File: src/rtl/lat_sram_pkg.sv
package lat_sram_pkg;

    localparam int LANE_W = 9;
    localparam int LANES  = 2;
    localparam int WORD_W = LANE_W * LANES;

    typedef struct packed {
        logic sel_n;
        logic wr_hi_n;
        logic wr_lo_n;
        logic oe_n;
    } ctrl_t;

    typedef enum logic [1:0] {
        OP_IDLE  = 2'd0,
        OP_READ  = 2'd1,
        OP_WRITE = 2'd2
    } op_t;

    localparam ctrl_t CTRL_IDLE = '{sel_n: 1'b1, wr_hi_n: 1'b1, wr_lo_n: 1'b1, oe_n: 1'b1};

    function automatic op_t decode_op(input ctrl_t c);
        op_t o;
        if (c.sel_n)
            o = OP_IDLE;
        else if (!c.wr_lo_n || !c.wr_hi_n)
            o = OP_WRITE;
        else if (!c.oe_n)
            o = OP_READ;
        else
            o = OP_IDLE;
        return o;
    endfunction

    function automatic logic [LANES-1:0] lane_strobes(input ctrl_t c);
        logic [LANES-1:0] s;
        s[0] = !c.sel_n && !c.wr_lo_n;
        s[1] = !c.sel_n && !c.wr_hi_n;
        return s;
    endfunction

endpackage

File: src/rtl/lat_sram_hold.sv
module lat_sram_hold #(
    parameter int          W       = 8,
    parameter logic [W-1:0] RST_VAL = '0
) (
    input  logic         clk,
    input  logic         rst,
    input  logic         en,
    input  logic [W-1:0] d,
    output logic [W-1:0] q
);

    always_ff @(posedge clk) begin
        if (rst)
            q <= RST_VAL;
        else if (en)
            q <= d;
    end

    // follow while enabled
    a_r2_latch_load: assert property (@(posedge clk) disable iff (rst)
        en |=> q == $past(d));

    // hold while disabled
    a_r3_latch_hold: assert property (@(posedge clk) disable iff (rst)
        !en |=> $stable(q));

endmodule

File: src/rtl/lat_sram_array.sv
module lat_sram_array
    import lat_sram_pkg::*;
#(
    parameter int DEPTH = 256,
    parameter int AW    = $clog2(DEPTH)
) (
    input  logic              clk,
    input  logic [LANES-1:0]  lane_we,
    input  logic [AW-1:0]     addr,
    input  logic [WORD_W-1:0] wdata,
    output logic [WORD_W-1:0] rword
);

    for (genvar l = 0; l < LANES; l++) begin : g_lane
        logic [LANE_W-1:0] lane_mem [DEPTH];

        always_ff @(posedge clk) begin
            if (lane_we[l])
                lane_mem[addr] <= wdata[l*LANE_W +: LANE_W];
        end

        assign rword[l*LANE_W +: LANE_W] = lane_mem[addr];
    end

endmodule

File: src/rtl/lat_sram_rdport.sv
module lat_sram_rdport
    import lat_sram_pkg::*;
(
    input  logic              clk,
    input  logic              rst,
    input  op_t               op,
    input  logic [WORD_W-1:0] word,
    output logic [WORD_W-1:0] rd_data,
    output logic              rd_valid
);

    always_ff @(posedge clk) begin
        if (rst) begin
            rd_data  <= '0;
            rd_valid <= 1'b0;
        end else if (op == OP_READ) begin
            rd_data  <= word;
            rd_valid <= 1'b1;
        end else begin
            rd_data  <= '0;
            rd_valid <= 1'b0;
        end
    end

    // bus quiet whenever outputs are off
    a_r11_off_zero: assert property (@(posedge clk) disable iff (rst)
        !rd_valid |-> rd_data == '0);

endmodule

File: src/rtl/lat_sram.sv
module lat_sram
    import lat_sram_pkg::*;
#(
    parameter int DEPTH = 256,
    localparam int AW   = $clog2(DEPTH)
) (
    input  logic              clk,
    input  logic              rst,
    input  logic              addr_le,
    input  logic              data_le,
    input  logic [AW-1:0]     addr_in,
    input  logic              sel_n,
    input  logic              wr_lo_n,
    input  logic              wr_hi_n,
    input  logic              out_en_n,
    input  logic [WORD_W-1:0] wr_data,
    output logic [WORD_W-1:0] rd_data,
    output logic              rd_valid
);

    logic [AW-1:0]     addr_q;
    logic              sel_q;
    logic [WORD_W-1:0] data_q;
    ctrl_t             ctrl_q;
    ctrl_t             ctrl_live;
    op_t               op;
    logic [LANES-1:0]  lane_we;
    logic [WORD_W-1:0] word;

    lat_sram_hold #(.W(AW), .RST_VAL('0)) u_addr_hold (
        .clk(clk), .rst(rst), .en(addr_le), .d(addr_in), .q(addr_q)
    );

    lat_sram_hold #(.W(1), .RST_VAL(1'b1)) u_sel_hold (
        .clk(clk), .rst(rst), .en(addr_le), .d(sel_n), .q(sel_q)
    );

    lat_sram_hold #(.W(WORD_W), .RST_VAL('0)) u_data_hold (
        .clk(clk), .rst(rst), .en(data_le), .d(wr_data), .q(data_q)
    );

    // strobes and output enable are captured every cycle
    always_comb begin
        ctrl_live         = CTRL_IDLE;
        ctrl_live.wr_lo_n = wr_lo_n;
        ctrl_live.wr_hi_n = wr_hi_n;
        ctrl_live.oe_n    = out_en_n;
    end

    always_ff @(posedge clk) begin
        if (rst)
            ctrl_q <= CTRL_IDLE;
        else
            ctrl_q <= ctrl_live;
    end

    ctrl_t ctrl_eff;
    always_comb begin
        ctrl_eff       = ctrl_q;
        ctrl_eff.sel_n = sel_q;
    end

    assign op      = decode_op(ctrl_eff);
    assign lane_we = lane_strobes(ctrl_eff);

    lat_sram_array #(.DEPTH(DEPTH), .AW(AW)) u_array (
        .clk(clk), .lane_we(lane_we), .addr(addr_q), .wdata(data_q), .rword(word)
    );

    lat_sram_rdport u_rdport (
        .clk(clk), .rst(rst), .op(op), .word(word),
        .rd_data(rd_data), .rd_valid(rd_valid)
    );

    // outputs off right after reset
    a_r1_reset_off: assert property (@(posedge clk)
        rst |=> !rd_valid && rd_data == '0);

    // deselected cycle never drives
    a_r7_desel_off: assert property (@(posedge clk) disable iff (rst)
        sel_q |=> !rd_valid);

    // deselected cycle never enables a lane
    a_r7_desel_nowrite: assert property (@(posedge clk) disable iff (rst)
        sel_q |-> lane_we == '0);

    // output enable high keeps the bus off
    a_r9_oe_off: assert property (@(posedge clk) disable iff (rst)
        ctrl_q.oe_n |=> !rd_valid);

    // any write keeps the bus off
    a_r10_write_off: assert property (@(posedge clk) disable iff (rst)
        (!sel_q && (!ctrl_q.wr_lo_n || !ctrl_q.wr_hi_n)) |=> !rd_valid);

    // a selected read with output enable drives the bus
    a_r8_read_on: assert property (@(posedge clk) disable iff (rst)
        (!sel_q && ctrl_q.wr_lo_n && ctrl_q.wr_hi_n && !ctrl_q.oe_n) |=> rd_valid);

endmodule

File: config.mk
export PLATFORM = sky130hd
export DESIGN_NAME = lat_sram
export DESIGN_NICKNAME = d
export VERILOG_FILES = /design/src/rtl/lat_sram_pkg.sv /design/src/rtl/lat_sram_hold.sv /design/src/rtl/lat_sram_array.sv /design/src/rtl/lat_sram_rdport.sv /design/src/rtl/lat_sram.sv
export SDC_FILE = /design/constraint.sdc
export NUM_CORES = 2
export LEC_CHECK = 0
export BUFFER_PORTS_ARGS = -buffer_cell sky130_fd_sc_hd__buf_2
export CAP_MARGIN = 25
export CORE_UTILIZATION = 40
export DETAILED_ROUTE_END_ITERATION = 16
export GPL_ROUTABILITY_DRIVEN = 1
export PLACE_DENSITY = 0.53
export SYNTH_ARGS = -nofsm -noshare
export SYNTH_HDL_FRONTEND = slang
export SYNTH_HIERARCHICAL = 1
export SYNTH_MEMORY_MAX_BITS = 65536
export SYNTH_SLANG_ARGS = --single-unit
File: constraint.sdc
create_clock -name clk -period 4.2 [get_ports clk]
set_input_delay 0.42 -clock clk [delete_from_list [all_inputs] [get_ports clk]]
set_output_delay 0.42 -clock clk [all_outputs]
set_load 0.02 [all_outputs]
==> results.yml <==
hold_path:
  min_from: "addr_le"
  worstHoldPathCells: 4
  hold_end: "u_sel_hold/q$_SDFFE_PP1P_"
  hp-class: "in -> reg"
timing:
  finalSetupViolCount: 0
  maxSlewViolCount: 0
  fmax_ghz: 0.242
  tns_ns: 0
  fin_worst_skew_ns: 0.0814
  min_period_ns: 4.13
  period_share: 0.983
  worst_pin_slew_ns: 1.38
  relSlewSlack: 0.0802
  rsz0062_at_grt: "false"
  hold_viol: 0
critical_path:
  path_buf_inv: 3
  r2r-start: "u_addr_hold/q[0]$_SDFFE_PP0P_"
  cpMostUsedCell: "buf_4"
  crit_path_max_incr_delay_ns: 0.92
  required_ns: 5.12
  critPathMaxFanout: 22
  worstSetupPathType: "reg -> reg"
  critPathSlowestCell: "o41ai_1"
  start_kind: "flop"
  crit_path_end_kind: "flop"
  crit_arrival_ns: 5.04
  rr_worst_depth: 9
  path_cells: "buf_12 > buf_4 > mux4_2 > a22oi_1 > a21oi_1 > o41ai_1 > buf_4 > nand4_1 > and4bb_2"
  reg2reg_slack_ns: 0.07
  rr_endpoint: "u_rdport/rd_data[16]$_SDFF_PP0_"
  critical-path-top-delay-family: "compound AO/OA/AOI/OAI gates"
final_layout:
  fin_nets: 9002
  final_cells: 15289
  drive_gt1_frac: 0.311
  fill_cells: 35939
  syn_to_final_growth_pct: 17.1
power_and_ir_drop:
  p_per_area_nw_per_um2: 471
  leakage_nw: 67.4
  irDropWorstVdd_v: 0.000409
grt:
  grt_use_total: 0.211
  grt_pass1_wl_um: 676000
  grt_max_degree: 203
  antenna_found_initial: 30
  overflow: 0
  grt_pass1_vias: 89422
run_status:
  status: "complete, no violations"
logic_synthesis:
  synth.area.top_cells: "edfxtp_1 (78%), mux4_2 (15%), a22oi_1 (2.4%)"
  synth-seq-cells: 4657
  ys_warn_count: 6
  synth.top_cell.area_share: 0.782
  ys.flop_type: "edfxtp_1"
  syn_area_per_cell_sq_um: 22.3
  synth_most_common_cell: "edfxtp_1"
  synth-edff-count: 4608
  syn_inst: 7950
  synth_common_cells: "edfxtp_1 (4608), mux4_2 (1152), a22oi_1 (576)"
  async_flop_share: 0
  yosysSeqAreaShare: 0.787
  syn_area_sq_um: 177000
  syn_nets: 7984
  synth_cell_types: 28
  yosysTopAreaCell: "edfxtp_1"
placed_design:
  dp.cells: 14309
  hpwl_um: 290000
  place.gp.congestion: 0.804
  io_buffer_count: 52
cts:
  cts-root-buf: "clkbuf_16"
  post_cts_buffers: 0
  cts-buffers-inserted: 468
  clock_tree.htree_level_count: 5
  cts_tree: "yes"
  clockBufferDepth: 4
  clkLatencyLatePin_ns: 1.04
  numClockSinks: 4657
  cts.clk_slew.worst_paths_ns: 0.07
route:
  wl_per_cell_um: 31.1
  antenna_left: 0
  drtIter0Drc: 10021
  vias: 87376
  postRouteWirelength_um: 475000
  dr.pass1.iters: 5
  viasPerCell: 5.71
  post-route-drc-count: 0
die:
  core-area_sq_um: 439000
  rows: 243
  dieWidth_um: 667
  dieArea_sq_um: 445000
  io_pins: 53
  die_y_um: 667
  start_util: 0.403
run:
  maxCapViolCount: 0
cell type report:
cell class | count | area [sq um] | share of cell area
clock buffer | 580 | 12400 | 0.0596
sequential | 4657 | 139000 | 0.673
tap | 5880 | 7360 | 0.0355
multi-input combinational | 2768 | 35700 | 0.172
clock inverter | 302 | 2990 | 0.0144
antenna | 29 | 72.6 | 0.000350
timing repair buffer | 1073 | 9350 | 0.0451
placed cells by master, fill, tap and decap left out, types with 7 or more instances in the layout:
cell type / n
a21oi_1: 288
a22oi_1: 576
and4bb_2: 10
buf_12: 99
buf_2: 56
buf_4: 848
bufinv_16: 47
clkbuf_1: 95
clkbuf_16: 473
clkbuf_8: 12
clkinv_1: 106
clkinv_16: 10
clkinv_2: 105
clkinvlp_4: 18
dfxtp_1: 29
dfxtp_4: 20
diode_2: 29
dlygate4sd3_1: 68
edfxtp_1: 4608
mux2i_1: 26
mux4_2: 1152
nand2_1: 16
nand2_4: 13
nand3_1: 16
nand4_1: 18
nor2_1: 540
nor4bb_2: 8
o41ai_1: 65
o41ai_2: 7
worst reg2reg max path, stage by stage, from the launching register on:
cell and delay, ns:
dfxtp_4 0.65, buf_12 0.30, buf_4 0.54, mux4_2 0.58, a22oi_1 0.34, a21oi_1 0.16, o41ai_1 0.92, buf_4 0.26
nand4_1 0.07, and4bb_2 0.22
routing by layer:
metal / track usage / vias up / wire length [um]
met4: 0.0543 / 4 / 12100
met1: 0.305 / 47423 / 201000
met5: 0 / - / 22
met3: 0.0297 / 592 / 32600
met2: 0.339 / 3374 / 229000
li1: - / 35983 / -
cells by family (layout without fill, tap and decap cells):
| logic type | count (synthesis) | count (layout) | synth area share |
|---|---|---|---|
| other cells | 0 | 29 | 0 |
| compound gates | 938 | 938 | 0.0362 |
| mux | 1178 | 1178 | 0.148 |
| buf+inv | 525 | 1955 | 0.0129 |
| simple gates | 652 | 652 | 0.0158 |
| flops | 4657 | 4657 | 0.787 |
state kept, by name, indices dropped and copies added (netlist names):
name                     cells
u_data_hold/q               18
ctrl_eff                     3
u_sel_hold/q                 1
u_array/g_lane.lane_mem   4608
u_addr_hold/q                8
u_rdport/rd_data            18
u_rdport/rd_valid            1
report_power, final:
| part | switching, W | total [W] | internal [W] |
|---|---|---|---|
| Sequential | 0.000200 | 0.0514 | 0.0512 |
| Combinational | 0.00292 | 0.00463 | 0.00170 |
| Clock | 0.0179 | 0.0417 | 0.0238 |
| Total | 0.0210 | 0.0977 | 0.0767 |
metrics by stage:
stage	cell area [sq um]	setup slack (ns)	total power (W)	utilization	hold WS (ns)
floorplan	177000	-0.0521	0.0549	-	0.455
global placement	191000	-0.135	0.0569	0.435	0.533
detailed placement	191000	-0.137	0.0570	0.435	0.529
CTS	207000	0.0857	0.0985	0.472	0.349
global route	207000	0.0305	0.100	0.472	0.432
finish	207000	0.0719	0.0977	0.472	0.462
worst max-delay path by stage:
stage / to / slack [ns] / start / cells after the start
after floorplan: u_array/g_lane[1].lane_mem[0][0]$_DFFE_PP_ / -0.05 / u_data_hold/q[9]$_SDFFE_PP0P_ / 0
after global placement: u_rdport/rd_data[10]$_SDFF_PP0_ / -0.13 / u_addr_hold/q[0]$_SDFFE_PP0P_ / 10
after detailed placement: u_rdport/rd_data[10]$_SDFF_PP0_ / -0.14 / u_addr_hold/q[0]$_SDFFE_PP0P_ / 10
after CTS: u_rdport/rd_data[16]$_SDFF_PP0_ / 0.09 / u_addr_hold/q[0]$_SDFFE_PP0P_ / 9
after global routing: u_rdport/rd_data[3]$_SDFF_PP0_ / 0.03 / u_addr_hold/q[0]$_SDFFE_PP0P_ / 10
final: u_rdport/rd_data[16]$_SDFF_PP0_ / 0.07 / u_addr_hold/q[0]$_SDFFE_PP0P_ / 9
repair_timing:
item,in CTS,in global routing
endpoints found under the setup margin,1,0
resized for setup,1,0
endpoints found under the hold margin,36,0
hold buffers,68,0
No activity file was read; power rests on OpenSTA's default activity.
